## src/rtl/dpwm_pkg.sv

```systemverilog
package dpwm_pkg;
   // slots in one frame: data slots plus guard slots
   function automatic int unsigned frame_slots(int unsigned sample_w, int unsigned guard);
      return (32'd1 << sample_w) + guard;
   endfunction
endpackage

```

## src/rtl/dpwm_slot_counter.sv

```systemverilog
module dpwm_slot_counter #(
   parameter int unsigned SAMPLE_W    = 4,
   parameter int unsigned GUARD_SLOTS = 2,
   localparam int unsigned FRAME      = dpwm_pkg::frame_slots(SAMPLE_W, GUARD_SLOTS),
   localparam int unsigned CW         = $clog2(FRAME)
) (
   input  logic          clk_i,
   input  logic          rst_ni,
   output logic [CW-1:0] cnt_nxt_o,
   output logic          wrap_nxt_o
);
   localparam logic [CW-1:0] LAST = CW'(FRAME - 1);

   logic [CW-1:0] cnt_q;

   always_comb begin
      if (!rst_ni)            cnt_nxt_o = '0;
      else if (cnt_q == LAST) cnt_nxt_o = '0;
      else                    cnt_nxt_o = cnt_q + 1'b1;
   end

   assign wrap_nxt_o = (cnt_nxt_o == '0);

   always_ff @(posedge clk_i) begin
      cnt_q <= cnt_nxt_o;
   end
endmodule

```

## src/rtl/dpwm_sample_hold.sv

```systemverilog
module dpwm_sample_hold #(
   parameter int unsigned SAMPLE_W    = 4,
   parameter bit          BYPASS_EDGE = 1'b1
) (
   input  logic                clk_i,
   input  logic                rst_ni,
   input  logic                load_i,
   input  logic                smp_valid_i,
   input  logic [SAMPLE_W-1:0] smp_data_i,
   output logic [SAMPLE_W-1:0] hold_nxt_o
);
   logic [SAMPLE_W-1:0] pend_q;
   logic [SAMPLE_W-1:0] hold_q;
   logic [SAMPLE_W-1:0] load_val;

   generate
      if (BYPASS_EDGE) begin : g_bypass
         // a word arriving on the boundary slot goes straight to the compare register
         assign load_val = smp_valid_i ? smp_data_i : pend_q;
      end else begin : g_pending_only
         assign load_val = pend_q;
      end
   endgenerate

   always_comb begin
      if (!rst_ni)     hold_nxt_o = '0;
      else if (load_i) hold_nxt_o = load_val;
      else             hold_nxt_o = hold_q;
   end

   always_ff @(posedge clk_i) begin
      if (!rst_ni) begin
         pend_q <= '0;
      end else if (smp_valid_i) begin
         pend_q <= smp_data_i;
      end
      hold_q <= hold_nxt_o;
   end
endmodule

```

## src/rtl/dpwm_edge_gen.sv

```systemverilog
module dpwm_edge_gen #(
   parameter int unsigned SAMPLE_W = 4,
   parameter int unsigned CW       = 5
) (
   input  logic                clk_i,
   input  logic                rst_ni,
   input  logic [CW-1:0]       cnt_nxt_i,
   input  logic                wrap_nxt_i,
   input  logic [SAMPLE_W-1:0] hold_nxt_i,
   output logic                pwm_o,
   output logic                frame_start_o
);
   localparam logic [CW-1:0] DATA_END = CW'(32'd1 << SAMPLE_W);

   logic [CW-1:0] hold_ext;
   logic          pwm_nxt;

   assign hold_ext = {{(CW - SAMPLE_W){1'b0}}, hold_nxt_i};

   always_comb begin
      if (wrap_nxt_i) begin
         pwm_nxt = (hold_nxt_i != '0);
      end else begin
         // equality with the held word ends the pulse; guard slots force low
         pwm_nxt = pwm_o && (cnt_nxt_i != hold_ext) && (cnt_nxt_i < DATA_END);
      end
   end

   always_ff @(posedge clk_i) begin
      if (!rst_ni) begin
         pwm_o         <= 1'b0;
         frame_start_o <= 1'b1;
      end else begin
         pwm_o         <= pwm_nxt;
         frame_start_o <= wrap_nxt_i;
      end
   end
endmodule

```

## src/rtl/dpwm_modulator.sv

```systemverilog
module dpwm_modulator #(
   parameter int unsigned SAMPLE_W    = 4,
   parameter int unsigned GUARD_SLOTS = 2,
   parameter bit          BYPASS_EDGE = 1'b1
) (
   input  logic                clk_i,
   input  logic                rst_ni,
   input  logic                smp_valid_i,
   input  logic [SAMPLE_W-1:0] smp_data_i,
   output logic                pwm_o,
   output logic                frame_start_o
);
   localparam int unsigned FRAME = dpwm_pkg::frame_slots(SAMPLE_W, GUARD_SLOTS);
   localparam int unsigned CW    = $clog2(FRAME);

   generate
      if (SAMPLE_W < 1 || SAMPLE_W > 16) begin : g_bad_width
         $error("dpwm_modulator: SAMPLE_W must lie in 1..16");
      end
      if (GUARD_SLOTS < 1) begin : g_bad_guard
         $error("dpwm_modulator: GUARD_SLOTS must be at least 1");
      end
   endgenerate

   logic [CW-1:0]       cnt_nxt;
   logic                wrap_nxt;
   logic [SAMPLE_W-1:0] hold_nxt;

   dpwm_slot_counter #(
      .SAMPLE_W   (SAMPLE_W),
      .GUARD_SLOTS(GUARD_SLOTS)
   ) u_cnt (
      .clk_i     (clk_i),
      .rst_ni    (rst_ni),
      .cnt_nxt_o (cnt_nxt),
      .wrap_nxt_o(wrap_nxt)
   );

   dpwm_sample_hold #(
      .SAMPLE_W   (SAMPLE_W),
      .BYPASS_EDGE(BYPASS_EDGE)
   ) u_hold (
      .clk_i      (clk_i),
      .rst_ni     (rst_ni),
      .load_i     (wrap_nxt),
      .smp_valid_i(smp_valid_i),
      .smp_data_i (smp_data_i),
      .hold_nxt_o (hold_nxt)
   );

   dpwm_edge_gen #(
      .SAMPLE_W(SAMPLE_W),
      .CW      (CW)
   ) u_edge (
      .clk_i        (clk_i),
      .rst_ni       (rst_ni),
      .cnt_nxt_i    (cnt_nxt),
      .wrap_nxt_i   (wrap_nxt),
      .hold_nxt_i   (hold_nxt),
      .pwm_o        (pwm_o),
      .frame_start_o(frame_start_o)
   );
endmodule

```

## config.mk

```make
export PLATFORM = sky130hd
export DESIGN_NAME = dpwm_modulator
export DESIGN_NICKNAME = d
export VERILOG_FILES = /design/src/rtl/dpwm_pkg.sv /design/src/rtl/dpwm_slot_counter.sv /design/src/rtl/dpwm_sample_hold.sv /design/src/rtl/dpwm_edge_gen.sv /design/src/rtl/dpwm_modulator.sv
export SDC_FILE = /design/constraint.sdc
export NUM_CORES = 1
export LEC_CHECK = 0
export BUFFER_PORTS_ARGS = -buffer_cell sky130_fd_sc_hd__buf_2
export CAP_MARGIN = 10
export CORE_MARGIN = 8
export CORE_UTILIZATION = 40
export CTS_CLUSTER_DIAMETER = 120
export DETAILED_ROUTE_END_ITERATION = 8
export GPL_ROUTABILITY_DRIVEN = 0
export PLACE_DENSITY = 0.65
export SETUP_SLACK_MARGIN = 0.02
export SYNTH_ARGS = -nofsm -noshare
export SYNTH_HDL_FRONTEND = slang
export SYNTH_SLANG_ARGS = --single-unit
```

## constraint.sdc

```tcl
create_clock -name clk_i -period 1.8 [get_ports clk_i]
set_input_delay 0.27 -clock clk_i [delete_from_list [all_inputs] [get_ports clk_i]]
set_output_delay 0.27 -clock clk_i [all_outputs]
set_load 0.02 [all_outputs]
```

After elaboration in Yosys (flattened, before gate mapping)
Cells that the tools add are included.

Logic and storage cells: 19. Output and inout port bits: 2. Register bits: 15.

Equality and inequality tests: 2. Order comparisons: 1. Add/sub/neg operators: 1. Muxes and demuxes: 6. Reductions and logical operators: 4.

Operator list (count): $mux 4 (3); $mux 5 (2); $add 5x1->5 const B (1); $eq 5x5->1 const B (1); $logic_not 5->1 (1); $lt 5x5->1 const B (1); $ne 5x4->1 (1); $reduce_bool 4->1 (1); $logic_and 1x1->1 (2); $mux 1 (1).

Depth between registers and ports, before layout
Gate-level depths: netlist of run 1.

Depth after elaboration: 10. Depth in mapped cells: 7. Mapped depth without buffers: 7.

Cells and area by module
A second synthesis of run 1 with hierarchy kept.

Cell total of the unflattened synthesis: 68. Area, all modules: 669.4 sq um.

By module, submodules not included: dpwm_slot_counter (area each 280.3 sq um, cells each 31, instances 1); dpwm_sample_hold (area each 276.5 sq um, cells each 25, instances 1); dpwm_edge_gen (area each 112.6 sq um, cells each 12, instances 1).

Least setup slack after synthesis of run 1
No wires, ideal clock.

Path type: reg-to-reg. From: register u_cnt.cnt_q[0]. To: register u_edge.pwm_o. Setup time: 0.059 ns. Data required time: 1.741 ns. Period minus slack after synthesis: 1.721 ns. Arrival: 1.662 ns. Slack: 0.079 ns. Cell stages (with the launch flop): 7. Cells stage by stage: dfxtp_1 > ha_1 > or2_2 > and4_1 > a311o_1 > nand4_1 > a31o_1.

Cells in the longest elaborated chain, start to end: 10. Elaborated cells between the ends (all ways): 13. Classes of those cells: 1 x add/sub; 1 x order compare; 2 x eq/ne; 5 x mux; 4 x reduce/logical.

Ends and longest elaborated chain: start: declaration (RTL line dpwm_slot_counter.sv:14) `logic [CW-1:0] cnt_q;`; start signal: assignment (RTL line dpwm_slot_counter.sv:25) `cnt_q <= cnt_nxt_o;`; $add 5x1->5 / $eq 5x5->1 (equally long branches) (RTL line dpwm_slot_counter.sv:19, dpwm_slot_counter.sv:18); $mux 5 (*) (RTL line dpwm_slot_counter.sv:18) `else if (cnt_q == LAST) cnt_nxt_o = '0;`; $mux 5 (*) (RTL line dpwm_slot_counter.sv:17) `if (!rst_ni) cnt_nxt_o = '0;`; $logic_not 5->1 (RTL line dpwm_slot_counter.sv:22) `assign wrap_nxt_o = (cnt_nxt_o == '0);`; $mux 4 (RTL line dpwm_sample_hold.sv:27) `else if (load_i) hold_nxt_o = load_val;`; $mux 4 (RTL line dpwm_sample_hold.sv:26) `if (!rst_ni) hold_nxt_o = '0;`; $ne 5x4->1 (RTL line dpwm_edge_gen.sv:25) `pwm_nxt = pwm_o && (cnt_nxt_i != hold_ext) && (cnt_nxt_i < DATA_END);`; $logic_and 1x1->1 (2 in series) (RTL line dpwm_edge_gen.sv:25); $mux 1 (*) (RTL line dpwm_edge_gen.sv:21) `if (wrap_nxt_i) begin`; end signal: assignment (RTL line dpwm_edge_gen.sv:34) `pwm_o <= pwm_nxt;`; end: declaration (RTL line dpwm_edge_gen.sv:10) `output logic pwm_o,`.

Mark *: on every way between the ends. The rest lies on a longest branch, timed or not. A chain may end at the register's enable or synchronous reset.

Worst setup path in the final report of run 1
From: register u_cnt.cnt_q[1]. To: register u_hold.hold_q[3].

Cells in the longest elaborated chain, start to end: 6. Elaborated cells between the ends (all ways): 7. Classes of those cells: 1 x add/sub; 1 x eq/ne; 4 x mux; 1 x reduce/logical.

Ends and longest elaborated chain: $add 5x1->5 / $eq 5x5->1 (equally long branches) (RTL line dpwm_slot_counter.sv:19, dpwm_slot_counter.sv:18); $mux 5 (*) (RTL line dpwm_slot_counter.sv:18); $mux 5 (*) (RTL line dpwm_slot_counter.sv:17); $logic_not 5->1 (*) (RTL line dpwm_slot_counter.sv:22); $mux 4 (*) (RTL line dpwm_sample_hold.sv:27); $mux 4 (*) (RTL line dpwm_sample_hold.sv:26); named net hold_nxt[3] (RTL line dpwm_modulator.sv:27) `logic [SAMPLE_W-1:0] hold_nxt;`; end signal: assignment (RTL line dpwm_sample_hold.sv:37) `hold_q <= hold_nxt_o;`; end: declaration (RTL line dpwm_sample_hold.sv:13) `logic [SAMPLE_W-1:0] hold_q;`.

The timed path passes the listed nets; every way through them passes the cells marked *.

==> flow_metrics.tcl, run 1 <==
set metrics [dict create \
    port_buffers 8 \
    ys_types 33 \
    grt_max_degree 15 \
    r2r_slack_ns 0.08 \
    drc_errors 0 \
    critPathSlowestCell "dfxtp_2" \
    slowest_delay_ns 0.36 \
    clock_latency_ns 0.28 \
    cap_violations 0 \
    cts-root-buf "clkbuf_4" \
    hold_viol 0 \
    wire_per_inst_um 12.5 \
    grt_overflow 0 \
    die_w_um 60.5 \
    cts_buffer_depth 2 \
    die_area_um2 3660 \
    post-cts-setup-buffers 0 \
    avgSynthCellArea_um2 10.3 \
    num_vias 576 \
    place_area_um2 872 \
    die_h_um 60.5 \
    tritoncts "yes" \
    skew_ns 0.00398 \
    synth_area_um2 793 \
    status "finished, final reports clean" \
    vias_per_cell 4.97 \
    area_delta_synth_final_pct 16.4 \
    cts_hold_buffers 0 \
    cts.clk_slew.worst_paths_ns 0.09 \
    crit_path_max_fanout 5 \
    nets 99 \
    dr.pass1.iters 4 \
    min_period_ns 1.72 \
    synth-edff-count 0 \
    power_mw 0.721 \
    fmax_ghz 0.582 \
    hold_slack_ns 0.315 \
    yosysWarnings 0 \
    grt_setup_unrepaired "true" \
    hold_start "smp_data_i[3]" \
    cp.arrival_ns 1.90 \
    layout-drive-gt1-share_pct 34.8 \
    multiInputGateArea_um2 492 \
    num_antenna_cells 0 \
    place_hpwl_mm 1.11 \
    setup_ws_ns 0.0803 \
    synth_ff_type "dfxtp_1" \
    criticalPathCategory "register to register" \
    cts_buffers 3 \
    r2r-end "u_hold.hold_q[3]" \
    antenna_found_initial 0 \
    stdcell_count 116 \
    rows 16 \
    grt_usage_pct 9.32 \
    pre_cts_slack_ns 0.0178 \
    synth-async-reset-ratio_pct 0 \
    path_cells "inv_2, ha_4, nand2_2, nor3_2, o21bai_4, nor2_4, mux2_4" \
    ff_latch_area_um2 305 \
    grt_pass1_vias 575 \
    wirelength_mm 1.45 \
    ys_seq_area_share_pct 37.9 \
    leakage_nw 0.376 \
    fillers 190 \
    synth_nets 86 \
    ys_ff_latch 15 \
    hold_path.class "input port to register" \
    detail-route-antenna-nets 0 \
    finish.utilization_pct 48.0 \
    netlist_instances 77 \
    setup-tns-final_ns 0 \
    dp.cells 112 \
    cts.sinks 15 \
    slew_violations 0 \
    critPathLaunchType "register" \
    report.final.setup_viol 0 \
    tightestPinTransition_ns 0.321 \
    cellPowerDensity_nw_per_um2 781 \
    finalCritPeriodShare_pct 95.5 \
    drt_iter0_markers 10 \
    r2r-start "u_cnt.cnt_q[1]" \
    design_area_um2 923 \
    min_delay_path_depth 3 \
    vdd_drop_max_mv 0.417 \
    pin_count 9 \
    cp.required_ns 1.98 \
    ff2ff_path_depth 7 \
    hold_end "u_hold.pend_q[3]" \
    grt_pass1_wl_mm 2.56 \
    core_area_um2 1920 \
    slew_headroom_pct 78.5 \
    cp-end-kind "register" \
    start_util_pct 41.3 \
    h-tree-depth 1 \
]
==> routing by layer <==
layer  vias up  routed length (um)  track usage [%]
met2        13                 638             13.6
met4         0                  27             5.98
li1        299                   -                -
met3         4                  56             2.54
met5         -                   0                0
met1       260                 726             11.8
==> layout by cell type, fill, tap and decap left out, drive strengths merged <==
cell     synthesis  final
dfxtp           15     15
nor2b           11     11
buf              1     10
mux2i            5      5
nor2             5      5
mux2             4      4
clkbuf           1      4
a21oi            3      3
nand2            3      3
inv              3      3
nand2b           2      2
nand4            2      2
a21o             2      2
o21ai            2      2
nand3            2      2
ha               2      2
nand4bb          1      1
nand3b           1      1
nor3             1      1
o21bai           1      1
or2              1      1
and4             1      1
a311o            1      1
xnor2            1      1
a211oi           1      1
a311oi           1      1
or4              1      1
or4b             1      1
nor4             1      1
a31o             1      1
==> critical path, delay by kind of cell (launching register included) <==
kind | cells | cell delay [ns]
AO/OA/AOI/OAI | 1 | 0.11
adder cells (fa/ha/maj) | 1 | 0.27
buffers and inverters | 1 | 0.05
flip-flops | 1 | 0.36
multiplexers | 1 | 0.32
AND/OR/NAND/NOR | 3 | 0.50
==> how the worst max path moves through the flow <==
stage                              start                to  slack (ns)  cells past startpoint
after floorplan           u_cnt.cnt_q[0]      u_edge.pwm_o        0.08                      6
after global placement    u_cnt.cnt_q[0]  u_hold.hold_q[2]        0.04                      6
after detailed placement  u_cnt.cnt_q[1]      u_edge.pwm_o        0.02                      7
after CTS                 u_cnt.cnt_q[1]      u_edge.pwm_o        0.02                      7
after global routing      u_cnt.cnt_q[1]  u_hold.hold_q[3]      -0.007                      7
final                     u_cnt.cnt_q[1]  u_hold.hold_q[3]        0.08                      7
==> area by class of cell <==
type / instances / share of cell area [%]
Clock buffer: 4 / 2.85
Timing Repair Buffer: 10 / 5.96
Multi-Input combinational cell: 57 / 53.3
Inverter: 3 / 1.22
Sequential cell: 15 / 33.1
Tap cell: 27 / 3.66
==> report_power, final <==
group	switching [mW]	total (mW)	internal [mW]
Clock	0.107	0.193	0.0861
Combinational	0.0691	0.149	0.0798
Sequential	0.0208	0.379	0.358
==> cells by family (layout without fill, tap and decap cells) <==
logic type / count (synthesis) / in the layout / share of synthesized area, %
AO/OA/AOI/OAI: 12 / 12 / 11.8
XOR/XNOR: 1 / 1 / 1.10
adder cells (fa/ha/maj): 2 / 2 / 3.15
buffers and inverters: 5 / 17 / 2.68
flip-flops: 15 / 15 / 37.9
multiplexers: 9 / 9 / 15.5
AND/OR/NAND/NOR: 33 / 33 / 27.9
==> sequential cells by signal, summed over array words and instances (netlist names) <==
name                  count
u_edge.frame_start_o      1
u_hold.hold_q             4
u_edge.pwm_o              1
u_cnt.cnt_q               5
u_hold.pend_q             4
==> cells in the mapped netlist (all sizes together) (2+ instances only) <==
master / instances / share of area (%)
nand2: 3 / 1.4
a21oi: 3 / 1.9
a21o: 2 / 1.9
dfxtp: 15 / 38
mux2i: 5 / 7.9
ha: 2 / 3.2
nor2b: 11 / 8.7
nand3: 2 / 1.9
mux2: 4 / 7.6
inv: 3 / 1.4
nand2b: 2 / 1.6
o21ai: 2 / 1.3
nand4: 2 / 1.6
nor2: 5 / 4.3
==> timing repair <==
| item | CTS | global route |
|---|---|---|
| pin swaps | 0 | 4 |
| resized for setup | 2 | 6 |
| setup endpoints to repair | 5 | 5 |
Note: power is estimated with default switching activity, not from simulation.
==> run 2: changes to the inputs <==
CAP_MARGIN = not set   (was 10)
CELL_PAD_IN_SITES_DETAIL_PLACEMENT = 2   (was not set)
CELL_PAD_IN_SITES_GLOBAL_PLACEMENT = 2   (was not set)
CORE_UTILIZATION = 32   (was 40)
PLACE_DENSITY = 0.77   (was 0.65)
==> flow_metrics.tcl, run 2 (synthesized netlist as in run 1, its figures left out) <==
set metrics [dict create \
    status "finished, final reports clean" \
    port_buffers 8 \
    tightestPinTransition_ns 0.309 \
    slew_headroom_pct 79.2 \
    r2r_slack_ns 0.08 \
    hold_slack_ns 0.302 \
    crit_path_max_fanout 5 \
    nets 100 \
    cts.clk_slew.worst_paths_ns 0.09 \
    grt_setup_unrepaired "true" \
    final_common_cell "dfxtp_1" \
    hold_start "smp_data_i[2]" \
    antenna_found_initial 0 \
    grt_overflow 0 \
    wire_per_inst_um 16.6 \
    cp-end-kind "register" \
    r2r-end "u_hold.hold_q[1]" \
    largest_register "u_cnt.cnt_q" \
    r2r-start "u_cnt.cnt_q[0]" \
    grt_max_degree 15 \
    die_h_um 65.8 \
    clock_latency_ns 0.29 \
    area_delta_synth_final_pct 19.1 \
    vias_per_cell 5.06 \
    finalCritPeriodShare_pct 95.7 \
    critPathSlowestCell "dfxtp_4" \
    num_antenna_cells 0 \
    die_area_um2 4330 \
    min_period_ns 1.72 \
    cts.sinks 15 \
    cts_buffer_depth 2 \
    ff2ff_path_depth 6 \
    cts-root-buf "clkbuf_4" \
    path_cells "ha_4, nor2b_2, nor3_2, o21bai_4, nor2_4, mux2_4" \
    skew_ns 0.00295 \
    cp.required_ns 1.99 \
    report.final.setup_viol 0 \
    grt_pass1_vias 699 \
    fmax_ghz 0.580 \
    multiInputGateArea_um2 502 \
    wirelength_mm 1.99 \
    cap_violations 0 \
    criticalPathCategory "register to register" \
    cp.arrival_ns 1.91 \
    reg.largest.list "u_cnt.cnt_q (5), u_hold.hold_q (4), u_hold.pend_q (4)" \
    drt_iter0_markers 7 \
    rows 18 \
    slew_violations 0 \
    setup_ws_ns 0.0765 \
    critPathLaunchType "register" \
    largest_reg_flops 5 \
    pin_count 9 \
    hold_end "u_hold.pend_q[2]" \
    slowest_delay_ns 0.39 \
    start_util_pct 32.9 \
    cellPowerDensity_nw_per_um2 786 \
    grt_usage_pct 10.2 \
    detail-route-antenna-nets 0 \
    hold_path.class "input port to register" \
    tritoncts "yes" \
    pre_cts_slack_ns -0.0554 \
    core_area_um2 2410 \
    min_delay_path_depth 3 \
    hold_viol 0 \
    vdd_drop_max_mv 0.461 \
    layout-drive-gt1-share_pct 35.6 \
    fillers 259 \
    num_vias 607 \
    power_mw 0.742 \
    ff_latch_area_um2 305 \
    grt_pass1_wl_mm 3.33 \
    drc_errors 0 \
    dr.pass1.iters 2 \
    leakage_nw 0.385 \
    die_w_um 65.8 \
    place_hpwl_mm 1.50 \
    final_cell_mix "13 x dfxtp_1, 9 x nor2b_1, 8 x buf_2" \
    cts_hold_buffers 0 \
    cts_buffers 3 \
    h-tree-depth 1 \
]
run 2: area by class of cell:
cell class | count | share of cell area [%]
repair buffers | 11 | 6.62
clock buffers | 4 | 2.78
multi-input cells | 57 | 53.1
well taps | 30 | 3.97
inverters | 3 | 1.19
flip-flops and latches | 15 | 32.3
run 2: per-layer routing:
metal  track usage [%]  up-vias  wire length, um
met3              3.56        4               64
li1                  -      299                -
met5                 0        -                0
met1              10.8      295              858
met4              5.72        0               36
met2              17.3        9             1030
run 2: repair_timing:
action | in CTS | in global routing
setup endpoints to repair | 5 | 5
gates resized for setup | 4 | 5
pin swaps | 2 | 3
buffers inserted | 1 | 0
cloned | 0 | 0
run 2: worst max-delay path: cells and delay by family, from the launching register on:
kind / cells / cell delay (ns)
muxes: 1 / 0.32
AOI/OAI and AO/OA: 1 / 0.10
and+or+nand+nor: 3 / 0.62
DFF: 1 / 0.39
adders and majority gates: 1 / 0.18
run 2: report_power, final:
part | total [mW] | switching [mW] | internal, mW
clock network | 0.202 | 0.116 | 0.0862
logic | 0.159 | 0.0764 | 0.0824
registers | 0.382 | 0.0232 | 0.359
run 2: worst max-delay path by stage:
stage	cells past startpoint	slack (ns)	from	to
floorplan	6	0.08	u_cnt.cnt_q[0]	u_edge.pwm_o
global placement	7	-0.02	u_cnt.cnt_q[1]	u_edge.pwm_o
detailed placement	7	-0.06	u_cnt.cnt_q[1]	u_edge.pwm_o
CTS	6	0.03	u_cnt.cnt_q[0]	u_hold.hold_q[1]
global route	6	0.01	u_cnt.cnt_q[0]	u_hold.hold_q[1]
finish	6	0.08	u_cnt.cnt_q[0]	u_hold.hold_q[1]
run 2: per-stage QoR:
step / util [%] / setup TNS, ns / instances / area [um^2]
global placement: 36.3 / -0.0165 / 115 / 876
finish: 39.2 / 0 / 120 / 945
global route: 39.2 / 0 / 120 / 945
floorplan: - / 0 / 77 / 793
detailed placement: 36.3 / -0.0554 / 115 / 876
CTS: 38.5 / 0 / 120 / 927
==> run 3: changes to the inputs <==
CELL_PAD_IN_SITES_DETAIL_PLACEMENT = 1   (was 2)
CELL_PAD_IN_SITES_GLOBAL_PLACEMENT = 1   (was 2)
CORE_UTILIZATION = 40   (was 32)
PLACE_DENSITY = 0.76   (was 0.77)
clock period = 1.9 ns   (was 1.8 ns; I/O delays follow)
==> flow_metrics.tcl, run 3 (synthesized netlist as in run 1, its figures left out) <==
set metrics [dict create \
    status "finished, final reports clean" \
    largest_reg_flops 5 \
    grt_pass1_vias 652 \
    h-tree-depth 1 \
    cts_buffers 3 \
    grt_usage_pct 11.3 \
    setup_ws_ns 0.144 \
    wirelength_mm 1.72 \
    final_common_cell "dfxtp_1" \
    vias_per_cell 5.19 \
    post-cts-setup-buffers 0 \
    slew_violations 0 \
    cellPowerDensity_nw_per_um2 752 \
    cts.sinks 15 \
    dr.pass1.iters 4 \
    tightestPinTransition_ns 0.280 \
    critPathLaunchType "register" \
    drc_errors 0 \
    hold_path.class "input port to register" \
    cp.arrival_ns 1.99 \
    cp.required_ns 2.13 \
    final_cell_mix "13 x dfxtp_1, 9 x nor2b_1, 8 x buf_2" \
    r2r-end "u_edge.pwm_o" \
    core_area_um2 1920 \
    grt_overflow 0 \
    r2r_slack_ns 0.14 \
    layout-drive-gt1-share_pct 33.0 \
    detail-route-antenna-nets 0 \
    cp-end-kind "register" \
    grt_pass1_wl_mm 3.14 \
    rows 16 \
    vdd_drop_max_mv 0.525 \
    num_antenna_cells 0 \
    die_h_um 60.5 \
    grt_setup_unrepaired "false" \
    nets 98 \
    grt_max_degree 15 \
    hold_viol 0 \
    place_hpwl_mm 1.42 \
    cts_buffer_depth 2 \
    report.final.setup_viol 0 \
    num_vias 597 \
    tritoncts "yes" \
    die_w_um 60.5 \
    antenna_found_initial 0 \
    setup-tns-final_ns 0 \
    multiInputGateArea_um2 494 \
    fmax_ghz 0.570 \
    cap_violations 0 \
    pin_count 9 \
    cts-root-buf "clkbuf_4" \
    port_buffers 8 \
    slew_headroom_pct 81.3 \
    skew_ns 0.00339 \
    ff_latch_area_um2 303 \
    die_area_um2 3660 \
    start_util_pct 41.3 \
    finalCritPeriodShare_pct 92.4 \
    ff2ff_path_depth 7 \
    crit_path_max_fanout 4 \
    wire_per_inst_um 15.0 \
    hold_end "u_hold.pend_q[1]" \
    largest_register "u_cnt.cnt_q" \
    cts.clk_slew.worst_paths_ns 0.09 \
    reg.largest.list "u_cnt.cnt_q (5), u_hold.hold_q (4), u_hold.pend_q (4)" \
    area_delta_synth_final_pct 15.6 \
    clock_latency_ns 0.28 \
    criticalPathCategory "register to register" \
    leakage_nw 0.380 \
    hold_start "smp_data_i[1]" \
    min_delay_path_depth 3 \
    r2r-start "u_cnt.cnt_q[1]" \
    min_period_ns 1.76 \
    drt_iter0_markers 6 \
    pre_cts_slack_ns 0.00978 \
    fillers 233 \
]
[run 3: cell count changes in the layout (fill, tap and decap cells not counted), sizes merged]
cell | previous run | this run
buf | 11 | 9
clkbuf | 4 | 3
clkinv | 0 | 1
[run 3: layout make-up]
cell class | count | area share (%)
flip-flops and latches | 15 | 33.0
clock inverters | 1 | 0.546
multi-input cells | 57 | 53.9
repair buffers | 9 | 5.18
clock buffers | 3 | 2.46
well taps | 27 | 3.68
inverters | 3 | 1.23
[run 3: how the worst max path moves through the flow]
stage | from | end | depth (start not counted)
final | u_cnt.cnt_q[1] | u_edge.pwm_o | 7
after global routing | u_cnt.cnt_q[1] | u_edge.pwm_o | 7
after CTS | u_cnt.cnt_q[1] | u_edge.pwm_o | 7
after detailed placement | u_cnt.cnt_q[1] | u_edge.pwm_o | 7
after global placement | u_cnt.cnt_q[1] | u_edge.pwm_o | 7
after floorplan | u_cnt.cnt_q[0] | u_edge.pwm_o | 6
[run 3: routing by layer]
layer | up-vias | routed length (um) | GRT usage (%)
met4 | 0 | 11 | 3.99
met3 | 2 | 59 | 2.75
met1 | 292 | 776 | 13.8
met5 | - | 0 | 0
li1 | 296 | - | -
met2 | 7 | 873 | 18.8
[run 3: critical path, cell delays in order, from the launching register on]
cell and delay [ns]:
dfxtp_2 0.36, inv_1 0.07, ha_4 0.23, or2_2 0.31
and4_1 0.19, a311o_1 0.31, nand4_1 0.10, a31o_1 0.16
[run 3: what timing repair did]
action | 4_1_cts | 5_1_grt
setup endpoints to repair | 1 | 2
endpoints found under the hold margin | 0 | 0
hold buffers | 0 | 0
resized for setup | 1 | 5
[run 3: where the power goes]
part	total (mW)	switching [mW]	internal (mW)
logic	0.145	0.0715	0.0735
clock network	0.184	0.106	0.0780
registers	0.362	0.0213	0.340
[run 3: through the flow]
step                      util, %  area (um^2)  hold slack [ns]  cells  total power [mW]
final                        47.7          917            0.357    115             0.690
after detailed placement     45.0          865            0.498    111             0.506
after floorplan                 -          793            0.468     77             0.463
after CTS                    46.5          893            0.344    115             0.689
after global routing         47.7          917            0.359    115             0.730
after global placement       45.0          865            0.508    111             0.495
